$ cat config.mk
export PLATFORM = sky130hd
export DESIGN_NAME = plat_rst_gen
export DESIGN_NICKNAME = d
export VERILOG_FILES = /design/src/rtl/prg_pkg.sv /design/src/rtl/prg_sync.sv /design/src/rtl/prg_pg_qual.sv /design/src/rtl/prg_pin_req.sv /design/src/rtl/plat_rst_gen.sv
export SDC_FILE = /design/constraint.sdc
export NUM_CORES = 1
export LEC_CHECK = 0
export BUFFER_PORTS_ARGS = -buffer_cell sky130_fd_sc_hd__buf_2
export CAP_MARGIN = 20
export CORE_ASPECT_RATIO = 1.1
export CORE_MARGIN = 2
export CORE_UTILIZATION = 40
export DETAILED_ROUTE_END_ITERATION = 6
export GPL_ROUTABILITY_DRIVEN = 0
export GPL_TIMING_DRIVEN = 0
export PLACE_DENSITY = 0.59
export SLEW_MARGIN = 20
export SYNTH_ARGS = -nofsm -noshare
export SYNTH_HDL_FRONTEND = slang
export SYNTH_HIERARCHICAL = 1
export SYNTH_SLANG_ARGS = --single-unit
$ cat constraint.sdc
create_clock -name clk_i -period 2.6 [get_ports clk_i]
set_clock_uncertainty 0.2 [all_clocks]
set_input_delay 0.26 -clock clk_i [delete_from_list [all_inputs] [get_ports clk_i]]
set_output_delay 0.26 -clock clk_i [all_outputs]
set_load 0.02 [all_outputs]
$ cat src/rtl/prg_pkg.sv
package prg_pkg;

  typedef enum logic [0:0] {
    PIN_IDLE = 1'b0,
    PIN_WAIT = 1'b1
  } pin_state_e;

  // Width of a counter that must hold values 0..n
  function automatic int unsigned cnt_w(input int unsigned n);
    return (n < 2) ? 1 : $clog2(n + 1);
  endfunction

endpackage

$ cat src/rtl/prg_sync.sv
module prg_sync #(
  parameter int unsigned      W       = 1,
  parameter logic [W-1:0]     RST_VAL = '0
) (
  input  logic         clk_i,
  input  logic         rst_n_i,
  input  logic [W-1:0] d_i,
  output logic [W-1:0] q_o
);

  for (genvar g = 0; g < W; g++) begin : g_bit
    logic [1:0] stage_q;
    always_ff @(posedge clk_i or negedge rst_n_i) begin
      if (!rst_n_i) stage_q <= {2{RST_VAL[g]}};
      else          stage_q <= {stage_q[0], d_i[g]};
    end
    assign q_o[g] = stage_q[1];
  end

endmodule

$ cat src/rtl/prg_pg_qual.sv
module prg_pg_qual
  import prg_pkg::*;
#(
  parameter int unsigned MIN_RTC   = 3,
  parameter int unsigned REL_TICKS = 2
) (
  input  logic clk_i,
  input  logic rst_n_i,
  input  logic pg_raw_i,
  input  logic tick_i,
  input  logic rtc_en_i,
  output logic pg_ok_o
);

  localparam int unsigned LW = cnt_w(MIN_RTC);
  localparam int unsigned RW = cnt_w(REL_TICKS);

  logic          ok_q, ok_d;
  logic [LW-1:0] low_q, low_d;
  logic [RW-1:0] rel_q, rel_d;

  always_comb begin
    ok_d  = ok_q;
    low_d = low_q;
    rel_d = rel_q;
    if (ok_q) begin
      rel_d = '0;
      if (pg_raw_i) begin
        low_d = '0;
      end else if (rtc_en_i) begin
        if (low_q == LW'(MIN_RTC - 1)) begin
          ok_d  = 1'b0;
          low_d = '0;
        end else begin
          low_d = low_q + 1'b1;
        end
      end
    end else begin
      low_d = '0;
      if (!pg_raw_i) begin
        rel_d = '0;
      end else if (tick_i) begin
        if (rel_q == RW'(REL_TICKS - 1)) begin
          ok_d  = 1'b1;
          rel_d = '0;
        end else begin
          rel_d = rel_q + 1'b1;
        end
      end
    end
  end

  always_ff @(posedge clk_i or negedge rst_n_i) begin
    if (!rst_n_i) begin
      ok_q  <= 1'b0;
      low_q <= '0;
      rel_q <= '0;
    end else begin
      ok_q  <= ok_d;
      low_q <= low_d;
      rel_q <= rel_d;
    end
  end

  assign pg_ok_o = ok_q;

endmodule

$ cat src/rtl/prg_pin_req.sv
module prg_pin_req
  import prg_pkg::*;
#(
  parameter int unsigned DEB_TICKS  = 16,
  parameter int unsigned WAIT_TICKS = 25
) (
  input  logic clk_i,
  input  logic rst_n_i,
  input  logic pin_n_i,
  input  logic smb_idle_i,
  input  logic tick_i,
  output logic fire_o
);

  localparam int unsigned DW = cnt_w(DEB_TICKS);
  localparam int unsigned WW = cnt_w(WAIT_TICKS);

  logic [DW-1:0] deb_q, deb_d;
  logic          done_q, done_d;
  logic          req_q, req_d;
  pin_state_e    st_q, st_d;
  logic [WW-1:0] wcnt_q, wcnt_d;
  logic          fire_q, fire_d;

  // Debounce: one request per unbroken low period
  always_comb begin
    deb_d  = deb_q;
    done_d = done_q;
    req_d  = 1'b0;
    if (pin_n_i) begin
      deb_d  = '0;
      done_d = 1'b0;
    end else if (!done_q && tick_i) begin
      if (deb_q == DW'(DEB_TICKS - 1)) begin
        req_d  = 1'b1;
        done_d = 1'b1;
        deb_d  = '0;
      end else begin
        deb_d = deb_q + 1'b1;
      end
    end
  end

  // Bounded wait for bus idle
  always_comb begin
    st_d   = st_q;
    wcnt_d = wcnt_q;
    fire_d = 1'b0;
    unique case (st_q)
      PIN_IDLE: begin
        if (req_q) begin
          if (smb_idle_i) begin
            fire_d = 1'b1;
          end else begin
            st_d   = PIN_WAIT;
            wcnt_d = '0;
          end
        end
      end
      PIN_WAIT: begin
        if (smb_idle_i) begin
          fire_d = 1'b1;
          st_d   = PIN_IDLE;
        end else if (tick_i) begin
          if (wcnt_q == WW'(WAIT_TICKS - 1)) begin
            fire_d = 1'b1;
            st_d   = PIN_IDLE;
            wcnt_d = '0;
          end else begin
            wcnt_d = wcnt_q + 1'b1;
          end
        end
      end
      default: st_d = PIN_IDLE;
    endcase
  end

  always_ff @(posedge clk_i or negedge rst_n_i) begin
    if (!rst_n_i) begin
      deb_q  <= '0;
      done_q <= 1'b0;
      req_q  <= 1'b0;
      st_q   <= PIN_IDLE;
      wcnt_q <= '0;
      fire_q <= 1'b0;
    end else begin
      deb_q  <= deb_d;
      done_q <= done_d;
      req_q  <= req_d;
      st_q   <= st_d;
      wcnt_q <= wcnt_d;
      fire_q <= fire_d;
    end
  end

  assign fire_o = fire_q;

endmodule

$ cat src/rtl/plat_rst_gen.sv
module plat_rst_gen
  import prg_pkg::*;
#(
  parameter int unsigned DEB_MS        = 16,
  parameter int unsigned SMB_WAIT_MS   = 25,
  parameter int unsigned HOLD_MS       = 1,
  parameter int unsigned REL_MS        = 1,
  parameter int unsigned PWROK_MIN_RTC = 3
) (
  input  logic clk_i,
  input  logic rst_n_i,
  input  logic pwrok_i,
  input  logic vrm_pg_i,
  input  logic mc_sync_n_i,
  input  logic sysrst_n_i,
  input  logic smb_idle_i,
  input  logic sw_hard_rst_i,
  input  logic tick_1k_i,
  input  logic rtc_en_i,
  output logic pltrst_n_o
);

  // One extra tick guarantees the minimum time with an unaligned tick
  localparam int unsigned HOLD_TICKS = HOLD_MS + 1;
  localparam int unsigned REL_TICKS  = REL_MS + 1;
  localparam int unsigned HW         = cnt_w(HOLD_TICKS);
  localparam int unsigned NSYNC      = 5;
  // bit order: pwrok, vrm, mc_sync, sysrst_n, smb_idle
  localparam logic [NSYNC-1:0] SYNC_RST = 5'b01000;

  // Reset: asserted asynchronously, released synchronously
  logic [1:0] rst_q;
  logic       rst_ns;
  always_ff @(posedge clk_i or negedge rst_n_i) begin
    if (!rst_n_i) rst_q <= 2'b00;
    else          rst_q <= {rst_q[0], 1'b1};
  end
  assign rst_ns = rst_q[1];

  logic [NSYNC-1:0] sync_s;
  prg_sync #(.W(NSYNC), .RST_VAL(SYNC_RST)) u_sync (
    .clk_i   (clk_i),
    .rst_n_i (rst_ns),
    .d_i     ({smb_idle_i, sysrst_n_i, mc_sync_n_i, vrm_pg_i, pwrok_i}),
    .q_o     (sync_s)
  );

  logic pg_raw;
  logic pg_ok;
  logic pin_fire;
  assign pg_raw = &sync_s[2:0];

  prg_pg_qual #(.MIN_RTC(PWROK_MIN_RTC), .REL_TICKS(REL_TICKS)) u_pg (
    .clk_i    (clk_i),
    .rst_n_i  (rst_ns),
    .pg_raw_i (pg_raw),
    .tick_i   (tick_1k_i),
    .rtc_en_i (rtc_en_i),
    .pg_ok_o  (pg_ok)
  );

  prg_pin_req #(.DEB_TICKS(DEB_MS), .WAIT_TICKS(SMB_WAIT_MS)) u_pin (
    .clk_i      (clk_i),
    .rst_n_i    (rst_ns),
    .pin_n_i    (sync_s[3]),
    .smb_idle_i (sync_s[4]),
    .tick_i     (tick_1k_i),
    .fire_o     (pin_fire)
  );

  // Hold timer for requested resets
  logic [HW-1:0] hold_q, hold_d;
  logic          out_q, out_d;

  always_comb begin
    hold_d = hold_q;
    if (sw_hard_rst_i || pin_fire) begin
      hold_d = HW'(HOLD_TICKS);
    end else if (tick_1k_i && (hold_q != '0)) begin
      hold_d = hold_q - 1'b1;
    end
    out_d = pg_ok && (hold_q == '0);
  end

  always_ff @(posedge clk_i or negedge rst_ns) begin
    if (!rst_ns) begin
      hold_q <= '0;
      out_q  <= 1'b0;
    end else begin
      hold_q <= hold_d;
      out_q  <= out_d;
    end
  end

  assign pltrst_n_o = out_q;

endmodule

==> results of run 1 <==
[Yosys cell counts (all sizes together), types with 2 or more instances]
library cell	instances	area [µm²]
and3	2	12.5
dfstp	2	52.6
nand4b	3	26.3
xor2	2	17.5
dfrtp	32	801
and2	2	13.8
mux2i	2	20.0
a21oi	7	35.0
nor2	7	26.3
nand2b	6	45.0
buf	7	53.8
o21ba	2	20.0
xnor2	2	17.5
nand3	3	15.0
nor2b	4	40.0
o21ai	3	15.0
inv	9	33.8
nand3b	4	30.0
nand4	2	12.5
ha	4	50.1
nand2	2	7.51
[area by class of cell]
| type | instances | area [µm²] | share of cell area (%) |
|---|---|---|---|
| inverter | 9 | 33.8 | 1.88 |
| clock inverter | 3 | 68.8 | 3.82 |
| sequential | 34 | 855 | 47.5 |
| timing repair buffer | 17 | 120 | 6.68 |
| multi-input combinational | 72 | 533 | 29.6 |
| buffer | 8 | 57.6 | 3.20 |
| tap | 50 | 62.6 | 3.48 |
| clock buffer | 5 | 68.8 | 3.82 |
[worst reg2reg max path, cell delays in order, from the launching register on]
cell	delay, ns
sky130_fd_sc_hd__dfrtp_1	0.43
sky130_fd_sc_hd__inv_1	0.08
sky130_fd_sc_hd__ha_1	0.14
sky130_fd_sc_hd__nand4b_1	0.20
sky130_fd_sc_hd__a311oi_1	0.36
sky130_fd_sc_hd__o2bb2ai_1	0.12
[registers in the layout, indices dropped and copies added, names as in the netlist]
| name | count |
|---|---|
| u_pg/rel_q | 2 |
| u_pin/st_q | 1 |
| pltrst_n_o | 1 |
| u_sync/g_bit.stage_q | 10 |
| u_pg/low_q | 2 |
| u_pin/deb_q | 5 |
| u_pin/req_q | 1 |
| u_pin/fire_o | 1 |
| rst_q | 2 |
| u_pg/pg_ok_o | 1 |
| u_pin/done_q | 1 |
| hold_q | 2 |
| u_pin/wcnt_q | 5 |
[stage by stage]
step | power (mW) | setup slack, ns
after floorplan | 0.703 | 1.19
after global placement | 0.732 | 1.03
after detailed placement | 0.740 | 1.01
after CTS | 1.33 | 0.987
after global routing | 1.38 | 0.862
final | 1.31 | 0.963
[path summary, 6_finish.rpt]
kind | end | from | cells past startpoint
max | u_pin/wcnt_q[4] | u_pin/wcnt_q[0] | 5
min in group asynchronous | rst_q[0] | rst_n_i | 2
min reg2reg | u_pin/deb_q[1] | rst_q[1] | 0
min | u_pg/low_q[1] | rtc_en_i | 3
max reg2reg | u_pin/wcnt_q[4] | u_pin/wcnt_q[0] | 5
max in group asynchronous | u_pin/wcnt_q[3] | rst_q[1] | 0
[power by group through the flow]
stage	combinational, mW	clock (mW)	sequential [mW]
floorplan	0.0887	0	0.614
global placement	0.113	0	0.619
detailed placement	0.118	0	0.622
CTS	0.127	0.596	0.612
global route	0.144	0.620	0.620
finish	0.125	0.577	0.611
[cells by family after synthesis]
logic type | Yosys count
flip-flops | 34
XOR/XNOR | 4
multiplexers | 3
AO/OA/AOI/OAI | 21
buffers and inverters | 17
other | 1
adder cells (fa/ha/maj) | 4
AND/OR/NAND/NOR | 39
[timing repair]
| item | in CTS | in global routing |
|---|---|---|
| hold endpoints to repair | 8 | 0 |
| hold buffers | 7 | 0 |
| setup endpoints to repair | 0 | 0 |
[cell usage in the layout, fill, tap and decap left out, types with 2 or more instances in the layout]
cell type	Yosys	layout
sky130_fd_sc_hd__nand3b_1	4	4
sky130_fd_sc_hd__a21oi_1	7	7
sky130_fd_sc_hd__buf_2	1	11
sky130_fd_sc_hd__and3_1	2	2
sky130_fd_sc_hd__nand4_1	2	2
sky130_fd_sc_hd__nand3_1	3	3
sky130_fd_sc_hd__nor2b_1	2	2
sky130_fd_sc_hd__bufinv_16	0	2
sky130_fd_sc_hd__xnor2_1	2	2
sky130_fd_sc_hd__nand4b_1	3	3
sky130_fd_sc_hd__xor2_1	2	2
sky130_fd_sc_hd__mux2i_1	2	2
sky130_fd_sc_hd__nand2b_1	5	5
sky130_fd_sc_hd__nand2_1	2	2
sky130_fd_sc_hd__buf_4	5	5
sky130_fd_sc_hd__ha_1	4	4
sky130_fd_sc_hd__dfrtp_1	32	31
sky130_fd_sc_hd__dlygate4sd3_1	0	7
sky130_fd_sc_hd__dfstp_2	2	2
sky130_fd_sc_hd__inv_1	9	9
sky130_fd_sc_hd__nor2b_4	2	2
sky130_fd_sc_hd__clkbuf_8	0	5
sky130_fd_sc_hd__o21ai_0	2	2
sky130_fd_sc_hd__o21ba_2	2	2
sky130_fd_sc_hd__nor2_1	7	7
[metal layers]
metal	part of all wire, %	vias to the layer above
met5	0	-
met4	1.1	0
met3	4.6	2
met2	51	20
met1	43	459
li1	-	464
==> run summary, run 1 <==
The maximum VDD drop is 0.000425 V. The share of final-layout standard cells stronger than drive strength 1 came out at 25.0%. The starting density of the core came out at 41.1%.

The share of the synthesized area in compound gates (AO/OA/AOI/OAI) came out at 9.74%. The number of nets in the layout came out at 161. Clock-pin slew was measured on the worst setup and hold paths at 0.07 ns. The number of diodes is 0. The adder-cell share of the synthesized area is 3.39%. The count of endpoints failing setup in the final report is 0. The flow ran to the end, and the final reports show no timing, DRC or antenna violations. The maximum operating frequency is 0.611 GHz. The per-cell via count in the routed design is 4.77.

The DRC violation total after the first TritonRoute iteration came out at 70. In the synthesized netlist the async set-or-reset flop fraction comes to 100%. The number of nets with antenna violations after routing is 0. The kind of cell with the highest combined delay along the critical path is compound AO/OA/AOI/OAI gates. The overall die width came out at 62.0 µm.

The number of flops mapped to enable cells by yosys is 0. The headroom to the max-slew limit came out at 54.8%. The worst path needs 1.64 ns of the cycle, external delays included. The count of buffer and inverter cells on the critical path came out at 1. The longest individual stage delay on the worst path is 0.43 ns. The placeable core region is 3600 µm². The path type of the worst setup path is flip-flop to flip-flop. The combinational share of power is 9.5%. The number of design rule violations left after detail routing is 0. The overall track demand over capacity in global routing is 13.8%. The path class of the tightest hold or removal check is input port to flip-flop. The Yosys warning count is 6. The wire length of the first global-routing pass came out at 4060 µm. The met3 track demand over resource in global routing came out at 6.32%. The transition at the pin with the smallest max-transition slack came out at 0.679 ns. The count of pins over their slew limit came out at 0. The nature of the critical path startpoint is a flip-flop. The number of standard cells in the final layout excluding fillers is 198. The growth of design area from synthesis to finish came out at 21.8%. The post-synthesis simple-gate area fraction came out at 18.0%.

Cell internal power was estimated by the tool at 1.03 mW. The worst-path maximum fanout is 5. The I/O pin count is 11.

The summed negative setup slack over all endpoints is 0 ns. The layout filler cell count came out at 337. The number of global-route vias before repair came out at 966. The number of antenna violations at the first check in global routing came out at 0. The worst-case hold slack came out at 0.0726 ns. The total count of hold-check failures in the final report is 0. The xor and xnor area share after synthesis is 2.37%. The clock passes through at most 2 buffers. By area, the combinational part of the netlist is dominated by simple AND/OR/NAND/NOR gates.

In this run the cell area measured after placement is 1590 µm². Measured against the total synthesized area, the mux share comes to 2.37%. Setup repair after global routing left no endpoint under its margin. The port buffer count is 10. The synthesized netlist contains 43 unique library cells.

Traced cell by cell, the critical path runs through inv_1 -> ha_1 -> nand4b_1 -> a311oi_1 -> o2bb2ai_1. The net switching fraction of the power is 21.9%. Synthesis handed over a netlist of 123 instances.

Once layout is complete, the utilization of the core stands at 50.0%. The clock sink count is 34. The final period utilization came out at 63.0%. The insertion delay to the later sink of the worst-skew pair is 0.28 ns. The final standard cell area without fillers came out at 1800 µm². The leakage power came out at 0.823 nW. The data arrival time at the worst-slack endpoint is 1.60 ns. After synthesis the cells add up to 1480 µm². Across the run, the number of max-cap violations was 0. The share of total power dissipated in the clock network is 43.9%.

The CTS tree is yes. The post-CTS setup repair buffer count came out at 0. The die is 67.7 µm tall.

The number of cells in the design after placement came out at 183. The number of resized instances in the post-cts repair step came out at 0. Summed over all nets, the switching power comes to 0.288 mW. The setup slack on the worst flop-to-flop path is 0.96 ns. The clock root buffer is sky130_fd_sc_hd__clkbuf_8. Synthesis inferred 34 register bits.

The global routing stage identified its most utilized layer as met2. The detailed-route wire length came out at 2290 µm. In this run, CTS created clock tree buffers numbering 5.

Entering global routing, the biggest net connects 33 pins. The global routing met1 resource utilization came out at 14.8%. The total number of placement rows is 23. The top flip-flop cell by instance count after synthesis is sky130_fd_sc_hd__dfrtp_1. The detailed-router iteration count before antenna repair came out at 4.

Dividing total power by cell area gives a power density of 730 nW/µm². The net count after synthesis came out at 137. The critical path data required time is 2.56 ns.

The register area share after synthesis came out at 57.7%. The via count came out at 945. In the final routed layout, each cell accounts on average for 11.6 µm. The slowest stage of the critical path is the sky130_fd_sc_hd__dfrtp_1 cell.

The post-DP HPWL came out at 1530 µm. After global routing the overflow that remains totals 0. Sequential cells burn 46.5% of the power.

The H-tree generated during clock tree synthesis spans 2 levels. The die covers 4200 µm². STA classifies the critical path endpoint as a flip-flop. The synthesized area per cell is 12.0 µm². The met2 usage came out at 22.7%.
Note: power is estimated with default switching activity, not from simulation.
==> run 2, diff against run 1 <==
--- a/config.mk
+++ b/config.mk
@@ -5,6 +5,7 @@
 export SDC_FILE = /design/constraint.sdc
 export NUM_CORES = 1
 export LEC_CHECK = 0
+export ABC_AREA = 1
 export BUFFER_PORTS_ARGS = -buffer_cell sky130_fd_sc_hd__buf_2
 export CAP_MARGIN = 20
 export CORE_ASPECT_RATIO = 1.1
@@ -13,7 +14,7 @@
 export DETAILED_ROUTE_END_ITERATION = 6
 export GPL_ROUTABILITY_DRIVEN = 0
 export GPL_TIMING_DRIVEN = 0
-export PLACE_DENSITY = 0.59
+export PLACE_DENSITY = 0.61
 export SLEW_MARGIN = 20
 export SYNTH_ARGS = -nofsm -noshare
 export SYNTH_HDL_FRONTEND = slang
==> constraint.sdc (replaced) <==
create_clock -name clk_i -period 1.4 [get_ports clk_i]
set_clock_uncertainty 0.2 [all_clocks]
set_input_delay 0.14 -clock clk_i [delete_from_list [all_inputs] [get_ports clk_i]]
set_output_delay 0.14 -clock clk_i [all_outputs]
set_load 0.02 [all_outputs]
==> run summary, run 2 <==
Result of the run: complete, but fails checks (was finished, final reports clean). The final reports fail on setup timing. The proportion of synthesized area in mux cells is 0% (was 2.37%).

The clock sink count is 34 (unchanged). The number of buffers created by CTS came to 5 (unchanged). The overall track demand over capacity in global routing came out at 14.7% (was 13.8%).

The instance area after placement came to 1590 µm² (about the same). The async set-or-reset flop fraction in the synthesized netlist is 100% (unchanged). The count of cells along the worst register-to-register path is 7 (was 5). The post-DP HPWL came out at 1640 µm (was 1530 µm). The sequential fraction of design power is 51.8% (was 46.5%). The clock root buffer is sky130_fd_sc_hd__clkbuf_8 (unchanged). The number of nets in the layout is 207 (was 161). Top cells by area, synth: sky130_fd_sc_hd__dfrtp_1 (54%), sky130_fd_sc_hd__nand2_1 (12%), sky130_fd_sc_hd__inv_1 (5.6%), sky130_fd_sc_hd__nand3_1 (4.4%), sky130_fd_sc_hd__dfstp_2 (3.6%) (was sky130_fd_sc_hd__dfrtp_1 (54%), sky130_fd_sc_hd__dfstp_2 (3.6%), sky130_fd_sc_hd__ha_1 (3.4%), sky130_fd_sc_hd__buf_4 (2.5%), sky130_fd_sc_hd__a21oi_1 (2.4%)). The I/O pin count came to 11 (unchanged). The synthesized cell area came out at 1470 µm² (was 1480 µm²). The critical path data required time is 1.37 ns (was 2.56 ns).

The net switching fraction of the power was 23.6% (was 21.9%). The DRC violation total after the first TritonRoute iteration is 69 (was 70). Largest registers ranked by flip-flop count: u_sync/g_bit.stage_q (10), u_pin/deb_q (5), u_pin/wcnt_q (5) (unchanged). The top flip-flop cell by instance count after synthesis is sky130_fd_sc_hd__dfrtp_1 (unchanged). The detailed-route wire length came out at 2510 µm (was 2290 µm). The data arrival time at the worst-slack endpoint was 1.37 ns (was 1.60 ns). The clock slew at the register clock pins of the worst setup and hold paths came out at 0.07 ns (about the same). RSZ-0062 raised after global routing: yes (was no).

The number of library cell types mapped by synthesis came out at 22 (was 43). The synthesized netlist cell count is 164 (was 123). The via count came out at 1108 (was 945). The insertion delay to the later sink of the worst-skew pair came out at 0.27 ns (was 0.28 ns).

The path type of the worst setup path is flip-flop to flip-flop (unchanged). The cell count of the worst hold path came out at 3 (unchanged). The share of final-layout standard cells stronger than drive strength 1 is 28.9% (was 25.0%).

The overall die width came out at 61.8 µm (was 62.0 µm). The cell type with the largest total area after synthesis is sky130_fd_sc_hd__dfrtp_1 (unchanged). The count of endpoints failing setup in the final report came to 1 (was 0). The dominant combinational cell family by area after synthesis is simple AND/OR/NAND/NOR gates (unchanged). The wire length of the first global-routing pass is 4440 µm (was 4060 µm). The detailed-router iteration count before antenna repair came out at 4 (unchanged). The headroom to the max-slew limit came out at 54.3% (was 54.8%).

The final critical-path required period was 1.40 ns (was 1.64 ns). The highest layer used for signal routing is met4 (unchanged). The setup slack after layout is -0.00129 ns (was 0.963 ns). The setup slack at placement came out at -0.0185 ns (was 1.01 ns).

The nature of the critical path startpoint is a flip-flop (unchanged). The number of diodes is 0 (unchanged). The leakage power came out at 0.925 nW (was 0.823 nW). The worst-path maximum fanout came out at 5 (unchanged).

The net count after synthesis is 178 (was 137). The share of the synthesized area in compound gates (AO/OA/AOI/OAI) is 4.68% (was 9.74%). The combinational share of power came out at 10.4% (was 9.5%).

The number of violations of the max-capacitance limit is 0 (unchanged). The global route total overflow came out at 0 (unchanged). The adder-cell share of the synthesized area is 3.40% (was 3.39%). The number of cells in the design after placement came out at 224 (was 183).

The number of global-route vias before repair is 1139 (was 966). The post-route met1 wirelength is 1090 µm (was 985 µm). The synthesized flop and latch total is 34 (unchanged).

The worst hold-check path type was input port to flip-flop (unchanged). The most frequent cell after synthesis was sky130_fd_sc_hd__nand2_1 (was sky130_fd_sc_hd__dfrtp_1). The total count of hold-check failures in the final report was 0 (unchanged). The proportion of power drawn by the clock network is 37.8% (was 43.9%). The final standard cell area without fillers came out at 1870 µm² (was 1800 µm²).

The growth of design area from synthesis to finish is 27.1% (was 21.8%). The number of flip-flops in the largest register came to 10 (unchanged). The register area share after synthesis came out at 58.0% (was 57.7%). The internal portion of total power came out at 1.66 mW (was 1.03 mW).

The number of standard cells in the final layout excluding fillers is 244 (was 198). The number of antenna violations at the first check in global routing is 0 (unchanged). The area enclosed by the die boundary is 4180 µm² (was 4200 µm²). The critical hold path startpoint is tick_1k_i (was rtc_en_i). The register with the most flip-flops is u_sync/g_bit.stage_q (unchanged). The number of nets with antenna violations after routing is 0 (unchanged).

The placeable core region is 3600 µm² (unchanged). The sequential cell area came out at 855 µm² (unchanged). List of most frequent post-synthesis cells: sky130_fd_sc_hd__nand2_1 (46), sky130_fd_sc_hd__dfrtp_1 (32), sky130_fd_sc_hd__inv_1 (22), sky130_fd_sc_hd__nand3_1 (13), sky130_fd_sc_hd__nor2_1 (13) (was sky130_fd_sc_hd__dfrtp_1 (32), sky130_fd_sc_hd__inv_1 (9), sky130_fd_sc_hd__a21oi_1 (7), sky130_fd_sc_hd__nor2_1 (7)). The CTS tree is yes (unchanged). The share of the core filled with cells came out at 52.0% (was 50.0%). The final period utilization came out at 100% (was 63.0%). The synthesized area per cell is 8.97 µm² (was 12.0 µm²). The startpoint of the most critical setup path is u_pin/wcnt_q[1] (was u_pin/wcnt_q[0]). The met3 routed wirelength came to 85 µm (was 105 µm). The wire length on met2 is 1290 µm (was 1180 µm). The switching component of the power came out at 0.512 mW (was 0.288 mW). Commonest non-fill, non-tap cells in the layout: sky130_fd_sc_hd__nand2_1 (40), sky130_fd_sc_hd__dfrtp_1 (31), sky130_fd_sc_hd__inv_1 (20) (was sky130_fd_sc_hd__dfrtp_1 (31), sky130_fd_sc_hd__buf_2 (11), sky130_fd_sc_hd__inv_1 (9)). The post-synthesis simple-gate area fraction is 23.9% (was 18.0%). The starting density of the core is 40.9% (was 41.1%). The most common library cell in the layout ignoring fill and taps is sky130_fd_sc_hd__nand2_1 (was sky130_fd_sc_hd__dfrtp_1). The xor and xnor area share after synthesis is 0.595% (was 2.37%).

The beginning of the worst register-to-register path is u_pin/wcnt_q[1] (was u_pin/wcnt_q[0]). The height of the die is 67.6 µm (was 67.7 µm). The maximum level of the CTS H-tree came out at 2 (unchanged). The total number of placement rows came to 23 (unchanged).

The largest buffer count on any clock path came to 2 (unchanged). The maximum operating frequency is 0.714 GHz (was 0.611 GHz). The pin count of the biggest net entering global routing came out at 33 (unchanged). The sort of element at the end of the critical path is a flip-flop (unchanged). The Yosys warning count is 6 (unchanged). The power density over cell area is 1160 nW/µm² (was 730 nW/µm²).

The number of design rule violations left after detail routing is 0 (unchanged). The transition at the pin with the smallest max-transition slack came to 0.685 ns (was 0.679 ns). The mean routed wirelength per cell is 10.3 µm (was 11.6 µm). The area share of the largest cell type after synthesis came out at 54.4% (was 54.2%). The number of flops mapped to enable cells by yosys came to 0 (unchanged). The count of pins over their slew limit came out at 0 (unchanged). The layout filler cell count is 332 (was 337). The per-cell via count in the routed design came to 4.54 (was 4.77). The maximum VDD drop was 0.000821 V (was 0.000425 V).

The port buffer count was 10 (unchanged). The multi-input combinational cell area is 546 µm² (was 533 µm²).
[run 2: cell count changes in the layout (fill, tap and decap cells not counted), moves of 4 or more]
cell                       before  now
sky130_fd_sc_hd__nand2b_1       5    0
sky130_fd_sc_hd__inv_1          9   20
sky130_fd_sc_hd__nand2_1        2   40
sky130_fd_sc_hd__nand3b_1       4    0
sky130_fd_sc_hd__nand3_2        0    5
sky130_fd_sc_hd__nand2_2        0    8
sky130_fd_sc_hd__nor2_1         7   12
sky130_fd_sc_hd__nand3_1        3    9
sky130_fd_sc_hd__inv_2          0    6
[run 2: cells by family after synthesis]
family          count (synthesis)
simple gates                   81
flops                          34
buf+inv                        31
compound gates                 12
fa+ha+maj                       4
xor+xnor                        1
other cells                     1
[run 2: path summary, 6_finish.rpt]
kind	slack, ns	end
worst min-delay path	0.009	u_pg/rel_q[0]
worst max-delay path	-0.001	u_pin/st_q
worst min register to register	0.11	u_pin/deb_q[2]
min in group asynchronous	0.11	u_pin/deb_q[2]
max in group asynchronous	0.34	rst_q[1]
worst max register to register	-0.001	u_pin/st_q
[run 2: area by class of cell]
cell class | instances | area share, %
buffer | 5 | 2.01
sequential | 34 | 45.7
inverter | 26 | 5.22
multi-input combinational | 99 | 29.2
timing repair buffer | 22 | 8.70
tap | 50 | 3.34
clock buffer | 8 | 5.89
[run 2: metrics by stage]
step	TNS [ns]	power (mW)	hold WS (ns)
6_report	-0.00129	2.17	0.00863
3_5_place_dp	-0.0185	1.35	-0.274
4_1_cts	0	2.21	0.00194
5_1_grt	-0.402	2.31	0.0157
2_1_floorplan	0	1.28	-0.356
3_3_place_gp	-4.01	1.33	-0.276
[run 2: metal layers]
| layer | vias to the layer above | track usage [%] |
|---|---|---|
| met3 | 4 | 4.21 |
| li1 | 559 | - |
| met1 | 522 | 15.2 |
| met5 | - | 0 |
| met4 | 0 | 7.45 |
| met2 | 23 | 26.3 |
[run 2: power groups by stage]
| stage | Sequential (mW) | Combinational, mW | Clock [mW] |
|---|---|---|---|
| 2_1_floorplan | 1.13 | 0.149 | 0 |
| 3_3_place_gp | 1.14 | 0.191 | 0 |
| 3_5_place_dp | 1.14 | 0.201 | 0 |
| 4_1_cts | 1.13 | 0.224 | 0.855 |
| 5_1_grt | 1.14 | 0.268 | 0.899 |
| 6_report | 1.12 | 0.226 | 0.820 |
[run 2: repair_timing]
item                                    in CTS  in global routing
hold endpoints to repair                    11                  0
buffers inserted                             1                  2
gates cloned                                 0                  0
pin swaps                                    1                  6
hold buffers                                 9                  0
resized for setup                            0                 19
endpoints found under the setup margin       1                  8
[run 2: worst max-delay path, stage by stage (launching register included)]
cell,delay (ns)
sky130_fd_sc_hd__dfrtp_1,0.43
sky130_fd_sc_hd__inv_1,0.08
sky130_fd_sc_hd__ha_2,0.17
sky130_fd_sc_hd__nand2_2,0.06
sky130_fd_sc_hd__nor2_4,0.16
sky130_fd_sc_hd__nand2_2,0.07
sky130_fd_sc_hd__o211ai_1,0.08
sky130_fd_sc_hd__inv_1,0.06
